--- src/rtl/xfer_queue_pair.sv ---
module xfer_queue_pair #(
  parameter int DEPTH = 64,
  parameter int CMD_W = 11,
  parameter int DAT_W = 8
) (
  input  logic             clk,
  input  logic             rst_n,
  input  logic             host_wr,
  input  logic             host_rd,
  input  logic [3:0]       host_addr,
  input  logic [31:0]      host_wdata,
  output logic [31:0]      host_rdata,
  input  logic             cmd_pop,
  output logic [CMD_W-1:0] cmd_head,
  output logic             cmd_empty,
  input  logic             rx_push,
  input  logic [DAT_W-1:0] rx_byte,
  output logic             rx_full,
  input  logic             xfer_done,
  input  logic             xfer_fail,
  output logic             irq
);
  localparam int AW = $clog2(DEPTH);
  localparam int CW = AW + 1;
  localparam logic [CW-1:0] FULL_N = CW'(DEPTH);
  localparam logic [3:0] A_CMD = 4'd0, A_RXD = 4'd1, A_CTL = 4'd2, A_STA = 4'd3,
                         A_MST = 4'd4, A_CLR = 4'd5, A_MSK = 4'd6;

  logic [CMD_W-1:0] txm [DEPTH];
  logic [DAT_W-1:0] rxm [DEPTH];
  logic [AW-1:0] tx_wp, tx_rp, rx_wp, rx_rp, rx_thr, tx_thr;
  logic [CW-1:0] tx_n, rx_n;
  logic tx_rerr, tx_werr, rx_rerr, rx_werr;
  logic [4:0] pend, mask, setv, clrv;
  logic unused_bits;

  wire wr_cmd = host_wr && host_addr == A_CMD;
  wire rd_rx  = host_rd && host_addr == A_RXD;
  wire wr_ctl = host_wr && host_addr == A_CTL;
  wire tx_clr = wr_ctl && host_wdata[1];
  wire rx_clr = wr_ctl && host_wdata[0];

  wire tx_is_full = tx_n == FULL_N;
  wire tx_is_mt   = tx_n == '0;
  wire rx_is_full = rx_n == FULL_N;
  wire rx_is_mt   = rx_n == '0;

  wire tx_push_ok  = wr_cmd && !tx_is_full && !tx_clr;
  wire tx_push_bad = wr_cmd && tx_is_full && !tx_clr;
  wire tx_pop_ok   = cmd_pop && !tx_is_mt && !tx_clr;
  wire tx_pop_bad  = cmd_pop && tx_is_mt && !tx_clr;
  wire rx_push_ok  = rx_push && !rx_is_full && !rx_clr;
  wire rx_push_bad = rx_push && rx_is_full && !rx_clr;
  wire rx_pop_ok   = rd_rx && !rx_is_mt && !rx_clr;
  wire rx_pop_bad  = rd_rx && rx_is_mt && !rx_clr;

  assign unused_bits = ^host_wdata;
  assign cmd_head  = txm[tx_rp];
  assign cmd_empty = tx_is_mt;
  assign rx_full   = rx_is_full;

  always_ff @(posedge clk) begin
    if (tx_push_ok) txm[tx_wp] <= host_wdata[CMD_W-1:0];
    if (rx_push_ok) rxm[rx_wp] <= rx_byte;
  end

  always_ff @(posedge clk or negedge rst_n) begin
    if (!rst_n) begin
      tx_wp <= '0; tx_rp <= '0; tx_n <= '0; tx_rerr <= 1'b0; tx_werr <= 1'b0;
    end else if (tx_clr) begin
      tx_wp <= '0; tx_rp <= '0; tx_n <= '0; tx_rerr <= 1'b0; tx_werr <= 1'b0;
    end else begin
      if (tx_push_ok) tx_wp <= tx_wp + 1'b1;
      if (tx_pop_ok)  tx_rp <= tx_rp + 1'b1;
      tx_n <= tx_n + CW'(tx_push_ok) - CW'(tx_pop_ok);
      if (tx_push_bad) tx_werr <= 1'b1;
      if (tx_pop_bad)  tx_rerr <= 1'b1;
    end
  end

  always_ff @(posedge clk or negedge rst_n) begin
    if (!rst_n) begin
      rx_wp <= '0; rx_rp <= '0; rx_n <= '0; rx_rerr <= 1'b0; rx_werr <= 1'b0;
    end else if (rx_clr) begin
      rx_wp <= '0; rx_rp <= '0; rx_n <= '0; rx_rerr <= 1'b0; rx_werr <= 1'b0;
    end else begin
      if (rx_push_ok) rx_wp <= rx_wp + 1'b1;
      if (rx_pop_ok)  rx_rp <= rx_rp + 1'b1;
      rx_n <= rx_n + CW'(rx_push_ok) - CW'(rx_pop_ok);
      if (rx_push_bad) rx_werr <= 1'b1;
      if (rx_pop_bad)  rx_rerr <= 1'b1;
    end
  end

  assign setv[0] = xfer_done;
  assign setv[1] = xfer_fail;
  assign setv[2] = tx_push_bad || tx_pop_bad || rx_push_bad || rx_pop_bad;
  assign setv[3] = !rx_is_mt && rx_n >= {1'b0, rx_thr};
  assign setv[4] = tx_n <= {1'b0, tx_thr};
  assign clrv = (host_wr && host_addr == A_CLR) ? host_wdata[4:0] : 5'd0;

  always_ff @(posedge clk or negedge rst_n) begin
    if (!rst_n) begin
      pend <= '0; mask <= '0; rx_thr <= '0; tx_thr <= '0;
    end else begin
      pend <= (pend & ~clrv) | setv;
      if (host_wr && host_addr == A_MSK) mask <= host_wdata[4:0];
      if (wr_ctl) begin
        rx_thr <= host_wdata[2 +: AW];
        tx_thr <= host_wdata[8 +: AW];
      end
    end
  end

  assign irq = |(pend & mask);

  always_comb begin
    host_rdata = '0;
    case (host_addr)
      A_RXD: host_rdata[DAT_W-1:0] = rx_is_mt ? '0 : rxm[rx_rp];
      A_CTL: begin
        host_rdata[2 +: AW] = rx_thr;
        host_rdata[8 +: AW] = tx_thr;
      end
      A_STA: begin
        host_rdata[0]  = rx_rerr;
        host_rdata[1]  = rx_werr;
        host_rdata[3]  = rx_is_mt;
        host_rdata[6]  = tx_rerr;
        host_rdata[7]  = tx_werr;
        host_rdata[11] = tx_is_full;
      end
      A_MST: host_rdata[4:0] = pend & mask;
      A_MSK: host_rdata[4:0] = mask;
      default: host_rdata = '0;
    endcase
  end

  AST_TX_LEVEL_CAP: assert property (@(posedge clk) disable iff (!rst_n) tx_n <= FULL_N);
  AST_RX_LEVEL_CAP: assert property (@(posedge clk) disable iff (!rst_n) rx_n <= FULL_N);
  AST_OVERFLOW_DROPPED: assert property (@(posedge clk) disable iff (!rst_n)
    (wr_cmd && tx_is_full && !cmd_pop && !tx_clr) |=> (tx_n == FULL_N && tx_werr));
  AST_ERR_STICKY: assert property (@(posedge clk) disable iff (!rst_n)
    (tx_werr && !tx_clr) |=> tx_werr);
  AST_CLEAR_EMPTIES: assert property (@(posedge clk) disable iff (!rst_n)
    tx_clr |=> (cmd_empty && !tx_werr && !tx_rerr));
  AST_UNDERFLOW_PENDS: assert property (@(posedge clk) disable iff (!rst_n)
    (cmd_pop && cmd_empty && !tx_clr) |=> pend[2]);
  AST_W1C_DONE: assert property (@(posedge clk) disable iff (!rst_n)
    (host_wr && host_addr == A_CLR && host_wdata[0] && !xfer_done) |=> !pend[0]);
  AST_IRQ_QUIET: assert property (@(posedge clk) disable iff (!rst_n)
    (mask == 5'd0) |-> !irq);
endmodule

--- config.mk ---
export PLATFORM = sky130hd
export DESIGN_NAME = xfer_queue_pair
export DESIGN_NICKNAME = d
export VERILOG_FILES = /design/src/rtl/xfer_queue_pair.sv
export SDC_FILE = /design/constraint.sdc
export NUM_CORES = 1
export LEC_CHECK = 0
export BUFFER_PORTS_ARGS = -buffer_cell sky130_fd_sc_hd__buf_4
export CORE_UTILIZATION = 51
export CTS_CLUSTER_SIZE = 8
export DETAILED_ROUTE_END_ITERATION = 8
export HOLD_SLACK_MARGIN = 0.05
export PLACE_DENSITY = 0.7
export REMOVE_ABC_BUFFERS = 1
export SLEW_MARGIN = 20
export SYNTH_ARGS = -nofsm -noshare
export SYNTH_HDL_FRONTEND = slang
export SYNTH_SLANG_ARGS = --single-unit
--- constraint.sdc ---
create_clock -name clk -period 3.05 [get_ports clk]
set_input_delay 0.305 -clock clk [delete_from_list [all_inputs] [get_ports clk]]
set_output_delay 0.305 -clock clk [all_outputs]
set_load 0.005 [all_outputs]
Yosys cells after proc, flatten, opt, wreduce, memory -nomap -nowiden
Memory sizes are Yosys's and may differ from the RTL's.
Index checks and enable logic that the tools add are counted.
Word-level totals
  register bits: 64
  bits in writable memories: 1216
  output and inout bits: 46
  memories kept: 2
Cells by class
  add/sub/neg operators: 8
  magnitude comparators: 2
  eq/ne operators: 8
  muxes and demuxes: 33
  bitwise logic cells: 4
  reduce and logical (&&, ||, !) cells: 45
Memory list
  txm: words 64, width 11, read ports 1, clocked after Yosys merged registers in 0, wr ports 1, line 29  | logic [CMD_W-1:0] txm [DEPTH];
  rxm: words 64, width 8, read ports 1, clocked after Yosys merged registers in 0, wr ports 1, line 30  | logic [DAT_W-1:0] rxm [DEPTH];
Operators with widths (number)
  two-way mux 6 bit: 8
  adder 6 x 1 -> 6 bit (second input constant): 4
  logical AND 1 bit: 24
  nonzero test 2 bit: 8
  adder 7 x 1 -> 7 bit: 2
  equality test 7 bit (second input constant): 2
  zero test 7 bit: 2
  two-way mux 7 bit: 2
  subtractor 7 x 1 -> 7 bit: 2
  equality test 4 x 3 -> 1 bit (second input constant): 3
  two-way mux 1 bit: 12
  AND 5 bit: 2
  equality test 4 x 2 -> 1 bit (second input constant): 2
  two-way mux 8 bit: 1
  case mux 1 bit (4 select lines): 2
  case mux 2 bit (4 select lines): 1
  greater-or-equal comparator 7 x 6 -> 1 bit: 1
  less-or-equal comparator 7 x 6 -> 1 bit: 1
  zero test 1 bit: 6
  case mux 2 bit (3 select lines): 1
  two-way mux 5 bit: 1
  NOT 5 bit: 1
  OR 5 bit: 1
  case mux 1 bit (5 select lines): 1
  other kinds (7): 10

Logic depth before layout (Yosys ltp)
Gate-level depths: netlist (run 1).
  depth after elaboration: 9
  gate-level depth with buffers: 17

Worst setup path after synthesis (run 1)
OpenSTA, ideal clock, no wires.
  path type: flip-flop to flip-flop
  start: register rx_n[5]
  end: register rx_n[6]
  setup time: 0.136 ns
  data arrival time: 3.238 ns
  slack: -0.324 ns
  stages on the path, launching flop included: 18
  buffers on the path: 1
  clock period less this slack: 3.374 ns
  path through: dfrtp_1 > inv_1 > ha_1 > nor4bb_1 > a21boi_0 > nand2b_1 > clkbuf_1 > ha_1 > inv_1 > ha_1 > inv_1 > fa_1 > nand2b_1 > a21oi_1 > o21ai_0 > a21oi_1 > or3_1 > a21oi_1
On the way
  word-level cells in the longest chain between the ends: 7
Ends and longest elaborated chain
  start, declared: line 32  | logic [CW-1:0] tx_n, rx_n;
  start signal, assigned: line 89  | rx_n <= rx_n + CW'(rx_push_ok) - CW'(rx_pop_ok);
  equality test 7 bit: line 45  | wire rx_is_full = rx_n == FULL_N;
  zero test 1 bit: line 52  | wire rx_push_ok = rx_push && !rx_is_full && !rx_clr;
  logical AND 1 bit (2 in a row): line 52
  adder 7 x 1 -> 7 bit: line 89
  subtractor 7 x 1 -> 7 bit (*): line 89
  two-way mux 7 bit (*): line 84  | end else if (rx_clr) begin
Every way passes the cells marked *; elsewhere a longest branch is shown, timed or not.
A chain may end at the register's enable or synchronous reset.

Final worst setup path (run 1)
  start: register tx_rp[0]
  end: output cmd_head[7]
On the way
  word-level cells in the longest chain between the ends: 1
Ends and longest elaborated chain
  start, declared: line 31  | logic [AW-1:0] tx_wp, tx_rp, rx_wp, rx_rp, rx_thr, tx_thr;
  start signal, assigned: line 74  | if (tx_pop_ok) tx_rp <= tx_rp + 1'b1;
  memory (64 x 11 bit)
  end, declared: line 14  | output logic [CMD_W-1:0] cmd_head,
No other way between the ends.

==> flow_metrics.tcl, run 1 <==
set metrics [dict create \
    status "finished, violations left" \
    violations "setup timing" \
    rsz0062_at_grt "true" \
    synth_edf_count 1216 \
    synth_seq_cells 1280 \
    synth_compound_area_frac 0.0237 \
    hold_viol 0 \
    placed_cells 3895 \
    synth_area_sq_um 50600 \
    pwr_density_cell_nw_per_um2 857 \
    synth_top_family_by_area "multiplexers" \
    clkTransAtPathRegs_ps 50 \
    reg2reg_depth 18 \
    antenna_found_initial 2 \
    cp_cell_sequence "buf_6 > buf_8 > mux4_2 > mux4_2 > mux4_2 > buf_6" \
    die-area_sq_um 100000 \
    synthMuxAreaShare 0.160 \
    r2r_slack_ps -50 \
    crit_arrival_ps 3470 \
    clock-sinks 1280 \
    yosysSeqAreaShare 0.754 \
    fmax_ghz 0.265 \
    cts_buffers 178 \
    final-setup-viol-count 20 \
    dpl_worst_slack_ps -257 \
    syn_area_per_cell_sq_um 20.8 \
    crit_start "tx_rp[0]" \
    holdCritPathClass "primary input to flop" \
    netlist_top_cells_area "edfxtp_1, mux4_2, dfrtp_1" \
    final_area_sq_um 60800 \
    crit_top_cell "mux4_2" \
    path_class "flop to output pin" \
    hold_depth 1 \
    worst_slew_pin_slew_ps 892 \
    diodes 0 \
    reg2reg_to "rx_n[6]" \
    drtPass1Iterations 5 \
    slew_violations 0 \
    io_pins 98 \
    synthAdderAreaFrac 0.00921 \
    postSynthCellCount 2436 \
    ys.flop_type "edfxtp_1" \
    path_max_fanout 9 \
    critPathLaunchType "flop" \
    cts_root_buffer "clkbuf_16" \
    peakVddDrop_uv 724 \
    max-cap-violations 0 \
    place.gp.congestion 0.897 \
    initial_core_util 0.514 \
    critical-path-max-stage-delay_ps 620 \
    stdcell_count 4204 \
    yosys.area_share.simple 0.0324 \
    drcViolationCount 0 \
    reg2reg_from "rx_n[5]" \
    placed_area_sq_um 54100 \
    drtAntennaViolNets 0 \
    gr-usage-all-layers 0.243 \
    routedWlPerCell_microns 28.7 \
    clkLatencyLatePin_ps 780 \
    grt_pass1_vias 27000 \
    hpwl_mm 72.1 \
    multi_input_area_sq_um 12300 \
    drive_gt1_frac 0.365 \
    first_iter_violations 2681 \
    fin_ws_ps -722 \
    ctsHtreeMaxLevel 4 \
    post-route-min-period_ps 3770 \
    slowest_stage "mux4_2" \
    fp.dieW_microns 317 \
    cts_tree "done" \
    layout.nets 2945 \
    fin_skew_ps 53.7 \
    rows 115 \
    routed_via_density 6.21 \
    clk_path_buf_depth 3 \
    grt_overflow 0 \
    hp-start "rx_byte[5]" \
    async_flop_share 0.0500 \
    syn_to_final_growth_pct 20.2 \
    worst_ep_required_time_ps 2740 \
    holdPathEnd "rxm[59][5]" \
    die_h_microns 317 \
    relSlewSlack 0.405 \
    post-route-period-util 1.24 \
    synth_xor_area_frac 0.00381 \
    grt_pass1_wl_mm 176 \
    wirelength_mm 121 \
    p_total_mw 52.1 \
    core_sq_um 98300 \
    seqCellArea_sq_um 38100 \
    io_buffers 61 \
    yosysTopAreaCellShare 0.722 \
    num_vias 26100 \
    fillCellCount 6534 \
    yosysWarnings 0 \
    synth_cell_types 56 \
    leakagePower_nw 20.1 \
    synth_top_area_cell "edfxtp_1" \
    grt_max_degree 68 \
    finalSetupTns_ps -11370 \
    cp-end-kind "output pin" \
    holdWs_ps 79.5 \
    final_util 0.618 \
]
-- worst max-delay path, delay by kind of cell, from the launching register on --
| kind | cells | cell delay, ps |
|---|---|---|
| buf+inv | 3 | 490 |
| flops | 1 | 470 |
| mux | 3 | 1720 |
-- registers in the layout (all words and copies together) (netlist names) --
signal / cells
mask: 5
pend: 5
rx_n: 7
rx_rerr: 1
rx_rp: 6
rx_thr: 6
rx_werr: 1
rx_wp: 6
rxm: 512
tx_n: 7
tx_rerr: 1
tx_rp: 6
tx_thr: 6
tx_werr: 1
tx_wp: 6
txm: 704
-- cell usage after synthesis (15+ instances only) --
cell type	count
dfrtp_1	64
buf_2	33
a21oi_1	53
mux2_2	18
o21ai_0	28
ha_1	34
nand3_1	15
nor2_1	173
buf_4	24
edfxtp_1	1216
mux4_2	348
nand2_1	71
inv_1	36
buf_1	20
clkbuf_1	68
a22oi_1	60
-- how the worst max path moves through the flow --
| stage | endpoint | cells past startpoint | slack (ps) |
|---|---|---|---|
| 3_5_place_dp | rx_n[6] | 17 | -260 |
| 3_3_place_gp | rx_n[6] | 17 | -220 |
| 2_1_floorplan | cmd_head[0] | 3 | -5620 |
| 5_1_grt | cmd_head[7] | 6 | -790 |
| 4_1_cts | cmd_head[3] | 6 | -740 |
| 6_report | cmd_head[7] | 6 | -720 |
-- layout by cell type (no fill, tap or decap), drive strengths merged, types with 18 or more instances in the layout --
cell	synthesis	layout
clkbuf	68	225
mux4	348	348
o21ai	28	28
dfrtp	64	64
ha	34	34
a21oi	53	53
nor2	173	173
a22oi	60	60
edfxtp	1216	1216
inv	37	43
mux2	18	18
conb	1	18
buf	80	358
nand2	71	71
-- cell families after synthesis --
| logic type | Yosys count |
|---|---|
| compound gates | 183 |
| xor+xnor | 22 |
| fa+ha+maj | 36 |
| buf+inv | 185 |
| flops | 1280 |
| mux | 372 |
| other cells | 1 |
| simple gates | 357 |
-- per-layer routing --
metal  track usage  share of wire  vias up
met5             0       0.000066        -
met4        0.0897          0.030        2
met3        0.0455          0.077      230
met1         0.324           0.39    13800
li1              -              -    10800
met2         0.401           0.51     1302
-- layout make-up --
type / count / area share
clock buffer: 222 / 0.0760
clock inverter: 18 / 0.00558
inverter: 37 / 0.00229
multi-input combinational: 988 / 0.203
sequential: 1280 / 0.627
tap: 1287 / 0.0265
timing repair buffer: 372 / 0.0594
-- where the power goes --
group | total (mW) | switching, mW | internal [mW]
Clock | 17.7 | 7.16 | 10.5
Sequential | 20.4 | 0.555 | 19.8
Combinational | 14.0 | 6.93 | 7.03
Total | 52.1 | 14.6 | 37.4
-- timing repair --
| action | 4_1_cts | 5_1_grt |
|---|---|---|
| endpoints found under the setup margin | 22 | 23 |
| hold endpoints to repair | 105 | 0 |
| setup buffers | 27 | 25 |
| gates resized for setup | 141 | 62 |
| pin swaps | 47 | 39 |
| hold buffers | 11 | 0 |
| cloned | 5 | 3 |
No activity file was read; power rests on OpenSTA's default activity.
==> run 2, diff against run 1 <==
--- a/config.mk
+++ b/config.mk
@@ -10,7 +10,7 @@
 export CTS_CLUSTER_SIZE = 8
 export DETAILED_ROUTE_END_ITERATION = 8
 export HOLD_SLACK_MARGIN = 0.05
-export PLACE_DENSITY = 0.7
+export PLACE_DENSITY = 0.69
 export REMOVE_ABC_BUFFERS = 1
 export SLEW_MARGIN = 20
 export SYNTH_ARGS = -nofsm -noshare
==> run 2 against run 1 <==
Against the previous run:
- the flow still finishes with violations (setup timing)
- largest power group unchanged
- critical endpoint is now cmd_head[6]
- via count is 0.36% lower
- sequential share of layout area shrank 0.13 points
- highest routed layer unchanged
- routed wire length grew 1.9%
==> flow_metrics.tcl, run 2 (synthesized netlist as in run 1, its figures left out) <==
set metrics [dict create \
    first_iter_violations 2616 \
    hp-start "rx_byte[0]" \
    place.gp.congestion 0.919 \
    core_sq_um 98300 \
    cts_buffers 178 \
    r2r_slack_ps 100 \
    violations "setup timing" \
    grt_pass1_wl_mm 179 \
    grt_pass1_vias 26900 \
    syn_to_final_growth_pct 20.4 \
    status "finished, violations left" \
    routedWlPerCell_microns 29.2 \
    drcViolationCount 0 \
    hold_viol 0 \
    reg2reg_depth 18 \
    io_pins 98 \
    share_seq_of_total_power 0.388 \
    rows 115 \
    reg_top3 "txm (704), rxm (512)" \
    cts_tree "done" \
    fillCellCount 6533 \
    max-cap-violations 0 \
    wirelength_mm 123 \
    post-route-period-util 1.25 \
    top_register "txm" \
    ctsHtreeMaxLevel 4 \
    grt_overflow 0 \
    reg2reg_to "rx_n[6]" \
    fp.dieW_microns 317 \
    clock-sinks 1280 \
    worst_ep_required_time_ps 2740 \
    fmax_ghz 0.263 \
    p_clk_frac 0.340 \
    combinationalPowerShare 0.272 \
    sw_frac_of_total 0.280 \
    layout.nets 2942 \
    cts_root_buffer "clkbuf_16" \
    fin_ws_ps -750 \
    die_h_microns 317 \
    reg2reg_from "rx_n[2]" \
    grt_max_degree 68 \
    drtPass1Iterations 7 \
    initial_core_util 0.514 \
    hold_depth 1 \
    antenna_found_initial 1 \
    clkTransAtPathRegs_ps 50 \
    clkLatencyLatePin_ps 780 \
    holdPathEnd "rxm[17][0]" \
    io_buffers 61 \
    crit_arrival_ps 3500 \
    path_class "flop to output pin" \
    cp-end-kind "output pin" \
    final-setup-viol-count 19 \
    path_max_fanout 7 \
    post-route-min-period_ps 3800 \
    p_switching_mw 14.7 \
    rsz0062_at_grt "true" \
    clk_path_buf_depth 3 \
    holdCritPathClass "primary input to flop" \
    drive_gt1_frac 0.363 \
    relSlewSlack 0.395 \
    crit_start "tx_rp[0]" \
    die-area_sq_um 100000 \
    num_vias 26000 \
    hpwl_mm 72.0 \
    internal-power_mw 37.8 \
    slew_violations 0 \
    layout_common_cells "edfxtp_1, mux4_2, buf_4" \
    final_util 0.620 \
    drtAntennaViolNets 0 \
    fin_skew_ps 38.5 \
    leakagePower_nw 20.1 \
    holdWs_ps 98.6 \
    critPathLaunchType "flop" \
    worst_slew_pin_slew_ps 908 \
    pwr_density_cell_nw_per_um2 862 \
    gr-usage-all-layers 0.248 \
    largest_reg_flops 704 \
    routed_via_density 6.18 \
    peakVddDrop_uv 658 \
    mostFrequentLayoutCell "edfxtp_1" \
    p_total_mw 52.5 \
]
==> run 2: cell count changes in the layout (fill, tap and decap cells not counted), moves of 5 or more <==
| cell | previous run | this run |
|---|---|---|
| buf_4 | 291 | 264 |
| buf_12 | 28 | 22 |
| clkbuf_1 | 44 | 55 |
| buf_6 | 21 | 42 |
| nor2_1 | 171 | 164 |
| nor2_2 | 1 | 9 |
| buf_8 | 4 | 9 |
==> run 2: timing repair <==
action / CTS / global route
hold buffers: 11 / 0
cloned: 7 / 6
setup buffers: 36 / 21
gates resized for setup: 150 / 78
pin swaps: 54 / 38
setup endpoints to repair: 21 / 144
endpoints found under the hold margin: 77 / 0
==> run 2: cell type report <==
cell class / count / area [sq um] / area share
clock buffer: 234 / 4690 / 0.0769
sequential: 1280 / 38100 / 0.626
timing repair buffer: 369 / 3710 / 0.0610
antenna: 1 / 2.50 / 0.0000411
inverter: 37 / 139 / 0.00228
multi-input combinational: 988 / 12300 / 0.202
tap: 1287 / 1610 / 0.0264
clock inverter: 15 / 338 / 0.00555
==> run 2: how the worst max path moves through the flow <==
stage	slack, ps	cells past startpoint	to
2_1_floorplan	-5620	3	cmd_head[0]
3_3_place_gp	-180	17	rx_n[6]
3_5_place_dp	-230	17	tx_n[6]
4_1_cts	-760	6	cmd_head[6]
5_1_grt	-800	7	cmd_head[6]
6_report	-750	7	cmd_head[6]
==> run 2: metal layers <==
layer	up-vias	share of wire	global-route usage	wire length, microns
met3	227	0.075	0.0490	9250
met4	2	0.032	0.0877	3920
met1	13700	0.39	0.335	47900
met5	-	0.00011	0	13
met2	1257	0.50	0.407	61800
li1	10800	-	-	-
==> run 2: metrics by stage <==
step | std cells | setup slack (ps) | instance area [sq um] | setup TNS, ps
finish | 4211 | -750 | 60900 | -11000
global route | 4210 | -795 | 60900 | -12140
CTS | 4187 | -758 | 60300 | -11280
detailed placement | 3885 | -233 | 54100 | -432
global placement | 3885 | -180 | 54100 | -292
floorplan | 2305 | -5620 | 49900 | -132470
==> run 2: power by group through the flow <==
stage / registers (mW) / logic (mW) / clock network [mW]
3_5_place_dp: 20.7 / 12.4 / 0
6_report: 20.4 / 14.3 / 17.8
2_1_floorplan: 21.5 / 6.26 / 0
4_1_cts: 20.3 / 13.5 / 18.1
3_3_place_gp: 20.6 / 12.2 / 0
5_1_grt: 20.4 / 15.1 / 18.8
==> run 2: critical path, stage by stage (launching register included) <==
cell and delay [ps]:
dfrtp_4 510, buf_12 160, buf_16 150, buf_16 150
mux4_2 480, mux4_2 570, mux4_2 540, buf_6 140
